<file path="config.mk">
export PLATFORM = sky130hd
export DESIGN_NAME = cbset_unit
export DESIGN_NICKNAME = d
export VERILOG_FILES = /design/src/rtl/cbset_pkg.sv /design/src/rtl/cbset_decode.sv /design/src/rtl/cbset_crsel.sv /design/src/rtl/cbset_form.sv /design/src/rtl/cbset_unit.sv
export SDC_FILE = /design/constraint.sdc
export NUM_CORES = 1
export LEC_CHECK = 0
export BUFFER_PORTS_ARGS = -buffer_cell sky130_fd_sc_hd__buf_2
export CAP_MARGIN = 0
export CELL_PAD_IN_SITES_DETAIL_PLACEMENT = 1
export CELL_PAD_IN_SITES_GLOBAL_PLACEMENT = 1
export CORE_MARGIN = 2
export CORE_UTILIZATION = 23
export DETAILED_ROUTE_END_ITERATION = 6
export HOLD_SLACK_MARGIN = 0.05
export PLACE_DENSITY_LB_ADDON = 0.2
export SYNTH_ARGS = -nofsm -noshare
export SYNTH_HDL_FRONTEND = slang
export SYNTH_SLANG_ARGS = --single-unit
</file>
<file path="constraint.sdc">
create_clock -name clk -period 3.1 [get_ports clk]
set_input_delay 0.62 -clock clk [delete_from_list [all_inputs] [get_ports clk]]
set_output_delay 0.62 -clock clk [all_outputs]
set_load 0.01 [all_outputs]
</file>
<file path="src/rtl/cbset_pkg.sv">
package cbset_pkg;

    parameter int unsigned INSN_W = 32;
    parameter int unsigned CR_W   = 32;
    parameter int unsigned XLEN   = 64;
    parameter int unsigned RIDX_W = 5;
    parameter int unsigned PO_W   = 6;
    parameter int unsigned XO_W   = 10;
    localparam int unsigned SEL_W = $clog2(CR_W);

    localparam logic [PO_W-1:0] PO_CRGROUP = 6'd31;
    localparam logic [XO_W-1:0] XO_ONE      = 10'h180;
    localparam logic [XO_W-1:0] XO_ONE_INV  = 10'h1A0;
    localparam logic [XO_W-1:0] XO_MASK     = 10'h1C0;
    localparam logic [XO_W-1:0] XO_MASK_INV = 10'h1E0;

    // bit 1: result magnitude is all ones; bit 0: sense inverted
    typedef enum logic [1:0] {
        SK_ONE      = 2'b00,
        SK_ONE_INV  = 2'b01,
        SK_MASK     = 2'b10,
        SK_MASK_INV = 2'b11
    } set_kind_e;

    typedef struct packed {
        logic                legal;
        set_kind_e           kind;
        logic [RIDX_W-1:0]   rt;
        logic [SEL_W-1:0]    sel;
    } dec_t;

    function automatic logic kind_is_mask(set_kind_e k);
        return (k == SK_MASK) || (k == SK_MASK_INV);
    endfunction

    function automatic logic kind_is_inv(set_kind_e k);
        return (k == SK_ONE_INV) || (k == SK_MASK_INV);
    endfunction

endpackage

</file>
<file path="src/rtl/cbset_decode.sv">
module cbset_decode
    import cbset_pkg::*;
(
    input  logic [INSN_W-1:0] insn,
    output dec_t              dec
);
    // big-endian field numbering mapped to little-endian vector indices
    localparam int unsigned PO_LSB = INSN_W - PO_W;
    localparam int unsigned RT_LSB = PO_LSB - RIDX_W;
    localparam int unsigned BI_LSB = RT_LSB - SEL_W;
    localparam int unsigned XO_LSB = 1;

    logic [PO_W-1:0] po;
    logic [XO_W-1:0] xo;
    logic            xo_hit;
    set_kind_e       kind;

    assign po = insn[PO_LSB +: PO_W];
    assign xo = insn[XO_LSB +: XO_W];

    always_comb begin
        xo_hit = 1'b1;
        kind   = SK_ONE;
        case (xo)
            XO_ONE:      kind = SK_ONE;
            XO_ONE_INV:  kind = SK_ONE_INV;
            XO_MASK:     kind = SK_MASK;
            XO_MASK_INV: kind = SK_MASK_INV;
            default:     xo_hit = 1'b0;
        endcase
    end

    assign dec.legal = (po == PO_CRGROUP) && xo_hit;
    assign dec.kind  = kind;
    assign dec.rt    = insn[RT_LSB +: RIDX_W];
    assign dec.sel   = insn[BI_LSB +: SEL_W];

endmodule

</file>
<file path="src/rtl/cbset_crsel.sv">
module cbset_crsel
    import cbset_pkg::*;
(
    input  logic [CR_W-1:0]  cr,
    input  logic [SEL_W-1:0] sel,
    output logic             bit_o
);
    // selector 0 names the most significant bit
    logic [CR_W-1:0] cr_rev;

    for (genvar g = 0; g < CR_W; g++) begin : g_rev
        assign cr_rev[g] = cr[CR_W-1-g];
    end

    assign bit_o = cr_rev[sel];

endmodule

</file>
<file path="src/rtl/cbset_form.sv">
module cbset_form
    import cbset_pkg::*;
(
    input  logic            cbit,
    input  set_kind_e       kind,
    output logic [XLEN-1:0] result
);
    logic hit;
    logic wide;

    assign hit  = cbit ^ kind_is_inv(kind);
    assign wide = hit & kind_is_mask(kind);

    assign result[0] = hit;
    for (genvar g = 1; g < XLEN; g++) begin : g_upper
        assign result[g] = wide;
    end

endmodule

</file>
<file path="src/rtl/cbset_unit.sv">
module cbset_unit
    import cbset_pkg::*;
(
    input  logic              clk,
    input  logic              rst,
    input  logic              in_valid,
    input  logic [INSN_W-1:0] in_insn,
    input  logic [CR_W-1:0]   in_cr,
    output logic              out_wen,
    output logic [RIDX_W-1:0] out_rt,
    output logic [XLEN-1:0]   out_result,
    output logic              out_illegal
);
    dec_t            dec;
    logic            cbit;
    logic [XLEN-1:0] value;

    cbset_decode u_dec (
        .insn (in_insn),
        .dec  (dec)
    );

    cbset_crsel u_sel (
        .cr    (in_cr),
        .sel   (dec.sel),
        .bit_o (cbit)
    );

    cbset_form u_form (
        .cbit   (cbit),
        .kind   (dec.kind),
        .result (value)
    );

    always_ff @(posedge clk) begin
        if (rst) begin
            out_wen     <= 1'b0;
            out_illegal <= 1'b0;
            out_rt      <= '0;
            out_result  <= '0;
        end else begin
            out_wen     <= in_valid & dec.legal;
            out_illegal <= in_valid & ~dec.legal;
            if (in_valid && dec.legal) begin
                out_rt     <= dec.rt;
                out_result <= value;
            end
        end
    end

endmodule

</file>
* After elaboration in Yosys (flattened, before gate mapping)
Index checks and enable logic that the tools add are counted.
** Word-level totals
- Bits in registers :: 9
- Latch bits :: 0
- RAM bits :: 0
- Bits in read-only memories :: 0
- Input port bits :: 67
- Output and inout port bits :: 71
- Logic and storage cells :: 27
- Memories :: 0
** Operators by class
- $add $sub $neg :: 0
- Multipliers :: 0
- Div/mod/pow operators :: 0
- Order comparisons :: 1
- Equal/unequal tests :: 8
- Shift-type cells :: 0
- Mux-type cells :: 4
- Bitwise logic cells :: 5
- Reduce and logical (&&, ||, !) cells :: 5
** Operators by type and width (count)
- == test 10 x 9 -> 1 bit, second input constant :: 4
- == test 6 x 5 -> 1 bit, second input constant :: 1
- < comparator 5 x 6 -> 1 bit, second input constant :: 1
- one-hot mux 2 bit (3 select lines) :: 1
- binary-select mux 1 bit (select 5 bit) :: 1
- == test 2 bit, second input constant :: 2
- OR reduction 4 bit :: 1
- AND 1 bit :: 3
- == test 2 x 1 -> 1 bit, second input constant :: 1
- logical AND 1 bit :: 2
- logical OR 1 bit :: 2
- two-way mux 1 bit :: 2
- NOT 1 bit :: 1
- bitwise XOR 1 bit :: 1

* Logic depth before layout (Yosys ltp)
- Word-level depth :: 6
- Mapped depth :: 8
- Depth with buffers taken out :: 6

* By module
Synthesis repeated with hierarchy kept, for this count alone.
** Unflattened totals
- Cells, all modules :: 447
- Area, all modules :: 4121.5 um^2
** By module, submodules not included
- cbset_unit :: times used 1, cells an instance 321, area an instance 3163.0 um^2, seq. area each 1421.4 um^2
- cbset_form :: times used 1, cells an instance 66, area an instance 495.5 um^2, seq. area each 0.0 um^2
- cbset_crsel :: times used 1, cells an instance 41, area an instance 325.3 um^2, seq. area each 0.0 um^2
- cbset_decode :: times used 1, cells an instance 19, area an instance 137.6 um^2, seq. area each 0.0 um^2

* Worst setup path before layout
No wires, ideal clock.
- Path kind :: register to output
- From :: reg, netlist name out_result[1]
- To :: out out_result[10]
- Arrival time :: 1.642 ns
- Required time :: 2.480 ns
- Path slack :: 0.838 ns
- Stages on the path, launching flop included :: 2
- Cell sequence :: dfxtp_1 buf_4
** RTL lines
- end, declared :: RTL line cbset_unit.sv:11 : output logic [XLEN-1:0] out_result,
No word-level cell between the ends.

* Final worst setup path
- From :: in in_insn[4]
- To :: reg, netlist name out_result[1]
** On the way
- Cells in the longest elaborated chain, start to end :: 6
- Elaborated cells on any way between the ends :: 16
** Ends and longest elaborated chain
- start, declared :: RTL line cbset_unit.sv:7 : input logic [INSN_W-1:0] in_insn,
- == test 10 x 9 -> 1 bit :: RTL line cbset_decode.sv:24 : case (xo)
- one-hot mux 2 bit (3 select lines) :: RTL line cbset_decode.sv:24
- == test 2 x 1 -> 1 bit / == test 2 bit (equally long branches) :: RTL line cbset_pkg.sv:37, cbset_pkg.sv:33
- logical OR 1 bit :: RTL line cbset_pkg.sv:37 : return (k == SK_ONE_INV) || (k == SK_MASK_INV);
- bitwise XOR 1 bit :: RTL line cbset_form.sv:11 : assign hit = cbit ^ kind_is_inv(kind);
- AND 1 bit :: RTL line cbset_form.sv:12 : assign wide = hit & kind_is_mask(kind);
Parallel ways exist; a longest one is shown, timed or not.
A chain may end at the register's enable or synchronous reset.

==> reports/results.ini <==
[cells_and_area]
utilization_pct=29.8
drive_above_1_share_pct=61.9
diodes=0
fin_cells=296
areaGrowthSynthToFinish_pct=25.3
nNetsFinal=294

[pwr]
p_int_uw=252
p_sw_share_pct=23.5
p_switching_uw=77.3
power_density_nw_per_um2=218
pwr-share-seq_pct=35.6
clkPwrFrac_pct=39.4
ir_drop_mv=0.144
power_leakage_uw=0.000949
combPwrFrac_pct=25.1

[detailed_routing]
vias_per_cell=4.07
vias=1206
routed_wl_mm=3.29
ant_nets=0
wl_per_cell_um=11.1
drcViolationCount=0
dr.pass1.iters=3
drt_iter0_markers=4

[synthesis]
syn_area_per_cell_um2=7.72
ys_warn_count=0
synth_area_um2=1200
synth_edf_count=0
synthTopCellsByCount=buf_4, nand2_1, mux2i_1
synth_ff_type=dfxtp_1
syn-instance-count=156
yosysTopAreaCell=buf_4
synth_top_cell_area_share_pct=38.6
syn-num-nets=223
ys_ff_latch=9
synth_area_leaders=buf_4, dfxtp_1, mux2i_1, nand2_1, a21oi_1
ys_seq_area_share_pct=15.0
ys_types=29
async_flop_share_pct=0
synth.most_common_cell=buf_4

[worst_setup_path]
cp.required_ns=3.27
crit_type=in2reg
startpoint_type=input port
endpoint_kind=flop
critPathMaxFanout=12
arrival_ns=2.33
rr_worst_depth=2

[place]
gp_congestion=0.711
dp_worst_setup_slack_ns=0.675
dp.cells=292
numPortBuffers=131
hpwl_mm=2.89

[worst_hold_path]
hold_depth=2
hp-class=reg2reg

[cts]
clk_pin_slew_ns=0.04
clock-sinks=9
cts_resized=0
cts_inserted_buffers=3
ctsHoldBuffers=0
postCtsSetupBuffers=0
root_buffer=clkbuf_8
clockBufferDepth=2
htree_levels=1
clk_latency_ns=0.23
cts_tree=built

[floorplan]
die_h_um=76.4
die-area_um2=5830
rows=26
fp.coreArea_um2=5070
start_util_pct=23.7
die_x_um=76.4
io-pin-count=138

[grt]
grt_pass1_vias=1146
grt_overflow=0
grt_pass1_wl_mm=5.11
grt_max_degree=64
gr-usage-all-layers_pct=10.5
antenna_found_initial=0

[sta]
clock_skew_ns=0
relSlewSlack_pct=69.9
fin_crit_sh_pct=69.9
period_needed_ns=2.17
layout_setup_ws_ns=0.933
rsz0062_at_grt=false
fin_hold_ws_ns=0.453
setup_viol=0
timing.final.hold_violations=0
worst_pin_slew_ns=0.451
max_freq_ghz=0.461
fin_setup_tns_ns=0
slew_viol_final=0

[run_status]
outcome=finished clean

[job]
max_cap_violations=0

==> path summary, 6_finish.rpt <==
path                            startpoint  slack [ns]            end
worst max-delay path            in_insn[4]        0.93  out_result[1]
worst min-delay path             out_rt[0]        0.45      out_rt[0]
worst max register to register   out_rt[2]        2.51      out_rt[2]
worst min register to register   out_rt[0]        0.45      out_rt[0]
==> cell families after synthesis <==
group                  after synthesis  share of synthesized area (%)
buffers and inverters               67                           41.0
muxes                               16                           13.3
AOI/OAI and AO/OA                   15                           7.79
and+or+nand+nor                     49                           22.9
DFF                                  9                           15.0
==> sequential cells by signal, indices dropped and copies added (netlist names) <==
name	flops
out_rt	5
out_result	2
out_wen	1
out_illegal	1
==> layer usage <==
layer,global-route usage [%],share of wire (%),up-vias
li1,-,-,606
met1,10.5,36,504
met2,19.2,47,90
met3,4.50,15,6
met4,4.00,1.9,0
met5,0,0,-
==> power groups by stage <==
stage               Sequential (uW)  Combinational (uW)  Clock, uW
floorplan                       119                37.5          0
global placement                119                83.0          0
detailed placement              119                84.3          0
CTS                             117                84.5        136
global route                    117                91.9        145
finish                          117                82.6        130
==> worst max-delay path, stage by stage <==
cell and delay [ns]:
buf_2 0.09, or4_4 0.55, nor4_4 0.32, nand2_2 0.22, nor4_1 0.31, nand4_1 0.13, nand3_1 0.09
==> metrics by stage <==
step / power, uW / area, um2
6_report: 329 / 1510
5_1_grt: 353 / 1510
4_1_cts: 338 / 1510
3_5_place_dp: 203 / 1470
3_3_place_gp: 202 / 1470
2_1_floorplan: 157 / 1200
==> layout make-up <==
class / count / area (um2)
clock buffers: 4 / 45.0
well taps: 70 / 87.6
inverters: 1 / 3.75
fillers: 671 / 3560
flip-flops and latches: 9 / 180
repair buffers: 132 / 663
multi-input cells: 80 / 531
==> cells in the final DEF, fill, tap and decap left out, drive strengths merged, types with 2 or more instances in the layout <==
| master | n |
|---|---|
| buf | 132 |
| nand2 | 20 |
| mux2i | 16 |
| dfxtp | 9 |
| a21oi | 8 |
| nor2 | 5 |
| a22oi | 4 |
| nand3 | 4 |
| clkbuf | 4 |
| nor4 | 3 |
| nor2b | 2 |
| and2 | 2 |
| nand2b | 2 |
| and3 | 2 |
| nand4 | 2 |
| nand3b | 2 |
Power figures use the tool's default switching activity.
